**config.mk**
```make
export PLATFORM = sky130hd
export DESIGN_NAME = ovf_alarm_timer
export DESIGN_NICKNAME = d
export VERILOG_FILES = /design/src/rtl/ovf_alarm_pkg.sv /design/src/rtl/ovf_alarm_prescaler.sv /design/src/rtl/ovf_alarm_counter.sv /design/src/rtl/ovf_alarm_regs.sv /design/src/rtl/ovf_alarm_timer.sv
export SDC_FILE = /design/constraint.sdc
export NUM_CORES = 1
export LEC_CHECK = 0
export BUFFER_PORTS_ARGS = -buffer_cell sky130_fd_sc_hd__buf_2
export CAP_MARGIN = 15
export CORE_ASPECT_RATIO = 0.6
export CORE_MARGIN = 3
export CORE_UTILIZATION = 56
export CTS_CLUSTER_DIAMETER = 60
export DETAILED_ROUTE_END_ITERATION = 10
export HOLD_SLACK_MARGIN = 0.03
export PLACE_DENSITY_LB_ADDON = 0.3
export SYNTH_ARGS = -nofsm -noshare
export SYNTH_HDL_FRONTEND = slang
export SYNTH_HIERARCHICAL = 1
export SYNTH_SLANG_ARGS = --single-unit
```
**constraint.sdc**
```tcl
create_clock -name clk -period 3 [get_ports clk]
set_input_delay 0.6 -clock clk [delete_from_list [all_inputs] [get_ports clk]]
set_output_delay 0.6 -clock clk [all_outputs]
set_load 0.02 [all_outputs]
```
**src/rtl/ovf_alarm_pkg.sv**
```systemverilog
package ovf_alarm_pkg;

   localparam int unsigned BUS_W   = 32;
   localparam int unsigned PS_W    = 3;
   localparam int unsigned DIV_W   = (1 << PS_W) - 1;

   localparam int unsigned OFS_CTRL  = 'h00;
   localparam int unsigned OFS_COUNT = 'h04;
   localparam int unsigned OFS_LIMIT = 'h08;
   localparam int unsigned OFS_START = 'h4C;

   typedef enum logic [1:0] {
      SRC_OFF  = 2'd0,
      SRC_SYS  = 2'd1,
      SRC_TICK = 2'd2,
      SRC_RSVD = 2'd3
   } src_sel_e;

   typedef struct packed {
      logic            flag;
      logic            ie;
      logic            rsvd;
      src_sel_e        src;
      logic [PS_W-1:0] ps;
   } ctrl_t;

   function automatic logic src_running(src_sel_e s);
      return (s == SRC_SYS) || (s == SRC_TICK);
   endfunction

endpackage

```
**src/rtl/ovf_alarm_prescaler.sv**
```systemverilog
module ovf_alarm_prescaler
   import ovf_alarm_pkg::*;
(
   input  logic                 clk,
   input  logic                 rst_n,
   input  src_sel_e             src,
   input  logic [PS_W-1:0]      ps,
   input  logic                 tick_in,
   output logic                 pre_tick,
   output logic [DIV_W-1:0]     div_cnt
);

   logic             src_pulse;
   logic [DIV_W-1:0] div_mask;
   logic [DIV_W-1:0] div_q;

   always_comb begin
      unique case (src)
         SRC_SYS:  src_pulse = 1'b1;
         SRC_TICK: src_pulse = tick_in;
         default:  src_pulse = 1'b0;
      endcase
   end

   assign div_mask = ~({DIV_W{1'b1}} << ps);
   assign pre_tick = src_pulse && ((div_q & div_mask) == div_mask);

   always_ff @(posedge clk) begin
      if (!rst_n) begin
         div_q <= '0;
      end else if (!src_running(src)) begin
         div_q <= '0;
      end else if (src_pulse) begin
         div_q <= div_q + 1'b1;
      end
   end

   assign div_cnt = div_q;

endmodule

```
**src/rtl/ovf_alarm_counter.sv**
```systemverilog
module ovf_alarm_counter #(
   parameter int unsigned CNT_W = 16
) (
   input  logic             clk,
   input  logic             rst_n,
   input  logic             pre_tick,
   input  logic             load,
   input  logic [CNT_W-1:0] limit,
   input  logic [CNT_W-1:0] start,
   output logic [CNT_W-1:0] cnt,
   output logic             ovf_evt
);

   logic [CNT_W-1:0] cnt_q;
   logic             at_limit;

   assign at_limit = (cnt_q == limit);
   assign ovf_evt  = pre_tick && at_limit && !load;

   always_ff @(posedge clk) begin
      if (!rst_n) begin
         cnt_q <= '0;
      end else if (load) begin
         cnt_q <= start;
      end else if (pre_tick) begin
         if (at_limit) cnt_q <= start;
         else          cnt_q <= cnt_q + 1'b1;
      end
   end

   assign cnt = cnt_q;

endmodule

```
**src/rtl/ovf_alarm_regs.sv**
```systemverilog
module ovf_alarm_regs
   import ovf_alarm_pkg::*;
#(
   parameter int unsigned    CNT_W     = 16,
   parameter int unsigned    ADDR_W    = 8,
   parameter logic [CNT_W-1:0] LIMIT_RST = '1
) (
   input  logic              clk,
   input  logic              rst_n,
   input  logic [ADDR_W-1:0] bus_addr,
   input  logic              bus_we,
   input  logic [BUS_W-1:0]  bus_wdata,
   output logic [BUS_W-1:0]  bus_rdata,
   input  logic [CNT_W-1:0]  cnt,
   input  logic              ovf_evt,
   output ctrl_t             ctrl,
   output logic [CNT_W-1:0]  limit,
   output logic [CNT_W-1:0]  start,
   output logic              cnt_load
);

   localparam int unsigned PAD_W = BUS_W - CNT_W;

   logic sel_ctrl, sel_count, sel_limit, sel_start;
   logic wr_ctrl, flag_clr;
   ctrl_t wr_view;
   ctrl_t ctrl_q;
   logic [CNT_W-1:0] limit_q, start_q;
   logic [BUS_W-1:0] cnt_ext, limit_ext, start_ext;

   assign sel_ctrl  = (bus_addr == ADDR_W'(OFS_CTRL));
   assign sel_count = (bus_addr == ADDR_W'(OFS_COUNT));
   assign sel_limit = (bus_addr == ADDR_W'(OFS_LIMIT));
   assign sel_start = (bus_addr == ADDR_W'(OFS_START));

   assign wr_ctrl  = bus_we && sel_ctrl;
   assign wr_view  = ctrl_t'(bus_wdata[$bits(ctrl_t)-1:0]);
   assign flag_clr = wr_ctrl && !wr_view.flag;
   assign cnt_load = bus_we && sel_count;

   always_ff @(posedge clk) begin
      if (!rst_n) begin
         ctrl_q <= '0;
      end else begin
         if (wr_ctrl) begin
            ctrl_q.ps  <= wr_view.ps;
            ctrl_q.src <= wr_view.src;
            ctrl_q.ie  <= wr_view.ie;
         end
         if (ovf_evt)       ctrl_q.flag <= 1'b1;
         else if (flag_clr) ctrl_q.flag <= 1'b0;
         ctrl_q.rsvd <= 1'b0;
      end
   end

   always_ff @(posedge clk) begin
      if (!rst_n) begin
         limit_q <= LIMIT_RST;
         start_q <= '0;
      end else if (bus_we) begin
         if (sel_limit) limit_q <= bus_wdata[CNT_W-1:0];
         if (sel_start) start_q <= bus_wdata[CNT_W-1:0];
      end
   end

   generate
      if (PAD_W > 0) begin : g_pad
         assign cnt_ext   = {{PAD_W{1'b0}}, cnt};
         assign limit_ext = {{PAD_W{1'b0}}, limit_q};
         assign start_ext = {{PAD_W{1'b0}}, start_q};
      end else begin : g_nopad
         assign cnt_ext   = cnt;
         assign limit_ext = limit_q;
         assign start_ext = start_q;
      end
   endgenerate

   always_comb begin
      bus_rdata = '0;
      if (sel_ctrl)
         bus_rdata = {{(BUS_W-$bits(ctrl_t)){1'b0}}, ctrl_q};
      else if (sel_count)
         bus_rdata = cnt_ext;
      else if (sel_limit)
         bus_rdata = limit_ext;
      else if (sel_start)
         bus_rdata = start_ext;
   end

   assign ctrl  = ctrl_q;
   assign limit = limit_q;
   assign start = start_q;

endmodule

```
**src/rtl/ovf_alarm_timer.sv**
```systemverilog
module ovf_alarm_timer
   import ovf_alarm_pkg::*;
#(
   parameter int unsigned      CNT_W     = 16,
   parameter int unsigned      ADDR_W    = 8,
   parameter logic [CNT_W-1:0] LIMIT_RST = '1
) (
   input  logic              clk,
   input  logic              rst_n,
   input  logic              tick_in,
   input  logic [ADDR_W-1:0] bus_addr,
   input  logic              bus_we,
   input  logic [31:0]       bus_wdata,
   output logic [31:0]       bus_rdata,
   output logic              irq_out
);

   generate
      if (CNT_W < 2 || CNT_W > BUS_W) begin : g_bad_cnt
         $error("ovf_alarm_timer: CNT_W must lie in 2..32");
      end
      if ((1 << ADDR_W) <= OFS_START) begin : g_bad_addr
         $error("ovf_alarm_timer: ADDR_W too narrow for the register map");
      end
   endgenerate

   ctrl_t            ctrl;
   logic [CNT_W-1:0] limit, start, cnt;
   logic             cnt_load, ovf_evt, pre_tick;
   logic [DIV_W-1:0] div_cnt;
   logic             irq_q;

   ovf_alarm_regs #(
      .CNT_W(CNT_W), .ADDR_W(ADDR_W), .LIMIT_RST(LIMIT_RST)
   ) u_regs (
      .clk(clk), .rst_n(rst_n),
      .bus_addr(bus_addr), .bus_we(bus_we),
      .bus_wdata(bus_wdata), .bus_rdata(bus_rdata),
      .cnt(cnt), .ovf_evt(ovf_evt),
      .ctrl(ctrl), .limit(limit), .start(start), .cnt_load(cnt_load)
   );

   ovf_alarm_prescaler u_pre (
      .clk(clk), .rst_n(rst_n),
      .src(ctrl.src), .ps(ctrl.ps), .tick_in(tick_in),
      .pre_tick(pre_tick), .div_cnt(div_cnt)
   );

   ovf_alarm_counter #(.CNT_W(CNT_W)) u_cnt (
      .clk(clk), .rst_n(rst_n),
      .pre_tick(pre_tick), .load(cnt_load),
      .limit(limit), .start(start),
      .cnt(cnt), .ovf_evt(ovf_evt)
   );

   always_ff @(posedge clk) begin
      if (!rst_n) irq_q <= 1'b0;
      else        irq_q <= ctrl.flag && ctrl.ie;
   end

   assign irq_out = irq_q;

endmodule

```
Yosys cells after proc, flatten, opt, wreduce, memory -nomap -nowiden
Index checks and enable logic that the tools add are counted.
{"block": "word_totals", "ff_bits": 63, "inputBits": 44, "elab_cells": 47}
{"block": "op_classes", "n_reduce_logical": 16, "n_mux": 10, "n_addsub": 2, "n_eq_ne": 7, "n_shift": 1, "bitwise_logic": 2}
{"operator": "$mux W32", "n": 3}
{"operator": "$mux W16", "n": 4}
{"operator": "$add A16 B1 Y16 const B", "n": 1}
{"operator": "$eq A16 B16 Y1", "n": 1}
{"operator": "$eq A8 B3 Y1 const B", "n": 1}
{"operator": "$eq A8 B4 Y1 const B", "n": 1}
{"operator": "$eq A8 B7 Y1 const B", "n": 1}
{"operator": "$logic_not A8 Y1", "n": 1}
{"operator": "$add A7 B1 Y7 const B", "n": 1}
{"operator": "$and A7 B7 Y7", "n": 1}
{"operator": "$eq A7 B7 Y1", "n": 1}
{"operator": "$logic_and A1 B1 Y1", "n": 7}
{"operator": "$not A7 Y7", "n": 1}
{"operator": "$shl A7 B3 Y7 const A", "n": 1}
{"operator": "$reduce_and A2 Y1", "n": 3}
{"operator": "$reduce_bool A2 Y1", "n": 2}
{"operator": "$eq A2 B1 Y1 const B", "n": 1}
{"operator": "$eq A2 B2 Y1 const B", "n": 1}
{"operator": "$logic_not A1 Y1", "n": 2}
{"operator": "$mux W1", "n": 2}
{"operator": "$pmux W1 S2", "n": 1}
{"operator": "$logic_or A1 B1 Y1", "n": 1}

Logic depth before layout (Yosys ltp)
{"block": "depth", "word_depth": 8, "depth_mapped": 11, "depth_no_buf": 9}

Modules after synthesis
Netlist, hierarchy kept.
{"mod": "ovf_alarm_regs", "area_each_um2": 2072.0, "instances": 1, "cells_each": 246}
{"mod": "ovf_alarm_counter", "area_each_um2": 1417.6, "instances": 1, "cells_each": 172}
{"mod": "ovf_alarm_prescaler", "area_each_um2": 405.4, "instances": 1, "cells_each": 47}
{"mod": "ovf_alarm_timer", "area_each_um2": 26.3, "instances": 1, "cells_each": 2}

Worst setup path after synthesis
No wires, ideal clock.
{"block": "synth_timing", "kind": "input-to-output", "start": "input port bus_addr[1]", "end": "output port bus_rdata[0]", "stages": 4, "path_slack_ns": 0.471, "required_time_ns": 2.400, "arrival_time_ns": 1.929, "cell_sequence": "or4b_4 > nor3b_4 > nand2_1 > a2bb2oi_1"}
{"block": "synth_between", "elab_chain_len": 5, "elab_cells_between_ends": 8, "cone_classes": "3 x eq/ne; 4 x mux; 1 x reduce/logical"}
{"element": "start: declaration", "line": "ovf_alarm_timer.sv:11", "text": "input logic [ADDR_W-1:0] bus_addr,"}
{"element": "$eq A8 B7 Y1", "line": "ovf_alarm_regs.sv:34", "text": "assign sel_start = (bus_addr == ADDR_W'(OFS_START));"}
{"element": "$mux W16", "line": "ovf_alarm_regs.sv:86", "text": "else if (sel_start)"}
{"element": "$mux W32", "line": "ovf_alarm_regs.sv:84", "text": "else if (sel_limit)"}
{"element": "$mux W32", "line": "ovf_alarm_regs.sv:82", "text": "else if (sel_count)"}
{"element": "$mux W32 *", "line": "ovf_alarm_regs.sv:80", "text": "if (sel_ctrl)"}
{"element": "end: declaration", "line": "ovf_alarm_timer.sv:14", "text": "output logic [31:0] bus_rdata,"}
Mark *: on every way between the ends. The rest lies on a longest branch, timed or not.

Worst setup path in the final report
{"block": "layout_timing", "start": "input port bus_addr[5]", "end": "output port bus_rdata[7]"}
The elaborated chain is that of the path after synthesis.

==> key figures <==
Worst setup path
  – Path type of the worst setup path: in -> out
  – Crit path top cell by count: buf_2
  – Crit-path max cell delay: approximately 0.44 ns
  – Critical path fanouts, max: 7
  – Crit path launch type: primary input
  – Worst EP arrival: 2.18 ns
  – Critical path's slowest cell: nor4_1
  – Crit-path cells: buf_2 > nor4_1 > nand2_1 > or3_1 > a2bb2oi_1 > buf_2
  – CP Capture Type: output port
  – Crit path required time: 2.40 ns

CTS
  – H-Tree Depth: 3
  – Clock transition at path regs: 0.05 ns
  – Clock latency at the later pin of the worst-skew pair: 0.33 ns
  – CTS max path bufs: 2
  – Clock root buffer: clkbuf_16
  – Clock net sink count: 63
  – Post-CTS Resized: 0
  – Cts hold-fix bufs: 0
  – Setup bufs post-CTS: 0
  – Number of buffers created by CTS: 9
  – CTS tree: yes

STA
  – Slew HR: 52.82%
  – Unrepaired setup endpoints after global routing: false
  – Min Tclk post-route: about 2.8 ns
  – Slew Viols, Final: 0
  – Worst clock skew: 0.005028 ns
  – Worst setup margin: between 0.2 and 0.25 ns
  – Final hold violation count: 0
  – Max Freq: 0.3596 GHz
  – TNS Setup: 0 ns
  – Final Cycle Share: 92.70%
  – Worst-Margin Slew: 0.7050 ns
  – Final Setup Violations: 0
  – Final hold slack: 0.4981 ns

Detailed routing
  – Final wirelength: around 11000 µm
  – Drt wl/cell: 18.54 µm
  – Vias per std cell: 6.459
  – Detailed Routing Iterations Pass 1: 6
  – DRC errors left: 0
  – Via count: 3817
  – Final ANT Viol Nets: 0
  – Initial DRC count: 700

Status
  – Status: completed

Placed design
  – Port bufs: 44
  – GPL Wtd Cong: slightly below 0.9
  – DP Worst Slack: 0.2182 ns
  – Final HPWL DP: 8048 µm

Pwr
  – Sw frac: a little under a quarter
  – Switching power: 0.4590 mW
  – Total power divided by cell area: 452.0 nW/µm²
  – Reg power frac: 42.5%
  – Gate power share: 5.6%
  – VDD IR-drop max: 0.0004365 V
  – Internal power: 1.526 mW
  – Static leakage power: about 1.8 nW
  – Clock Power Share: 51.8%

Synth
  – Synth Instances: 466
  – Synth warn: 6
  – Synthesized cell area: 3914 µm²
  – Synth Area per Inst: 8.399 µm²

Run
  – Number of max-cap violations: 0

Cells and area
  – Nets@finish: between 500 and 600
  – Antenna cells: 0
  – Fraction of layout cells with a size suffix above 1: 19.13%
  – Layout area overhead: 12.21%
  – # fillers: 522

Hold path
  – Worst min-delay path class: in -> reg

Die
  – Ports: 77
  – CORE AREA: roughly 6400 µm²
  – Starting Density: 60.76%
  – Die width: 113.9 µm
  – Die Footprint: 8061 µm²
  – Die height: 70.76 µm
  – Rows: 22

Global routing
  – Number of global-route vias before repair: approximately 3300
  – Largest net degree at the start of global routing: 59
  – Initial antenna violation count: 0
  – Wire length of the first global-routing pass: 17440 µm
  – GRT Resource Usage Total: 27.68%
  – Overflow after GRT: 0
==> path summary, 6_finish.rpt <==
kind	startpoint	end	slack [ns]	cells after the start
min reg2reg	u_regs/ctrl[4]$_SDFFE_PN0P_	u_regs/ctrl[4]$_SDFFE_PN0P_	0.51	2
min	bus_wdata[14]	u_regs/limit[14]$_SDFFE_PN1P_	0.50	3
max reg2reg	u_pre/div_cnt[4]$_SDFFE_PN0P_	u_cnt/cnt[13]$_SDFFE_PN0P_	0.29	8
max	bus_addr[5]	bus_rdata[7]	0.22	6
==> metrics by stage <==
step           instances  util (%)  area (µm²)  power, mW
6_report             591     68.18        4392      1.985
5_1_grt              591     68.18        4392      2.051
4_1_cts              591     68.18        4392      1.997
3_5_place_dp         575     63.46        4088     0.9702
3_3_place_gp         575     63.46        4088     0.9675
2_1_floorplan        481         -        3970     0.9465
==> worst max-delay path: cells and delay by family <==
family,cells,cell delay (ns)
simple gates,3,1.16
compound gates,1,0.16
buf+inv,2,0.26
==> power by group through the flow <==
stage          clock (mW)  sequential [mW]  combinational (mW)
2_1_floorplan           0            0.858              0.0885
3_3_place_gp            0            0.862               0.106
3_5_place_dp            0            0.862               0.108
4_1_cts              1.04            0.844               0.109
5_1_grt              1.09            0.844               0.121
6_report             1.03            0.845               0.111
==> registers in the layout (all words and copies together), names as in the netlist <==
register	count
irq_out	1
u_regs/ctrl	7
u_regs/start	16
u_regs/limit	16
u_pre/div_cnt	7
u_cnt/cnt	16
==> layer usage <==
layer	wire length [µm]	GRT usage, %
met3	1350	6.068
met1	4884	43.35
met2	4635	37.48
met4	88	7.642
met5	0	0
==> cell usage in the layout (no fill, tap or decap), types with 4 or more instances in the layout <==
| cell | count |
|---|---|
| o21ai_0 | 26 |
| clkbuf_8 | 4 |
| mux2_2 | 7 |
| nand4_1 | 6 |
| conb_1 | 16 |
| buf_4 | 13 |
| a22oi_1 | 18 |
| a31oi_1 | 9 |
| a21o_1 | 4 |
| nor4_1 | 6 |
| xnor2_1 | 16 |
| nor3_1 | 6 |
| clkbuf_16 | 9 |
| nand2_1 | 70 |
| a22o_1 | 5 |
| nand2b_1 | 6 |
| buf_2 | 44 |
| nor2_1 | 26 |
| mux2i_1 | 27 |
| a21oi_1 | 7 |
| dfxtp_1 | 63 |
| or3_1 | 7 |
| a32o_1 | 4 |
| ha_1 | 4 |
| o22ai_1 | 4 |
| a221o_1 | 4 |
| inv_1 | 10 |
| nand3_1 | 34 |
==> area by class of cell <==
| cell class | count | area (µm²) | area share, % |
|---|---|---|---|
| Multi-Input combinational cell | 360 | 2362 | 53.79 |
| Sequential cell | 63 | 1261 | 28.72 |
| Timing Repair Buffer | 57 | 317.8 | 7.236 |
| Clock buffer | 13 | 280.3 | 6.382 |
| Tap cell | 84 | 105.1 | 2.393 |
| Inverter | 11 | 41.29 | 0.9402 |
| Clock inverter | 3 | 23.77 | 0.5413 |
No activity file was read; power rests on OpenSTA's default activity.
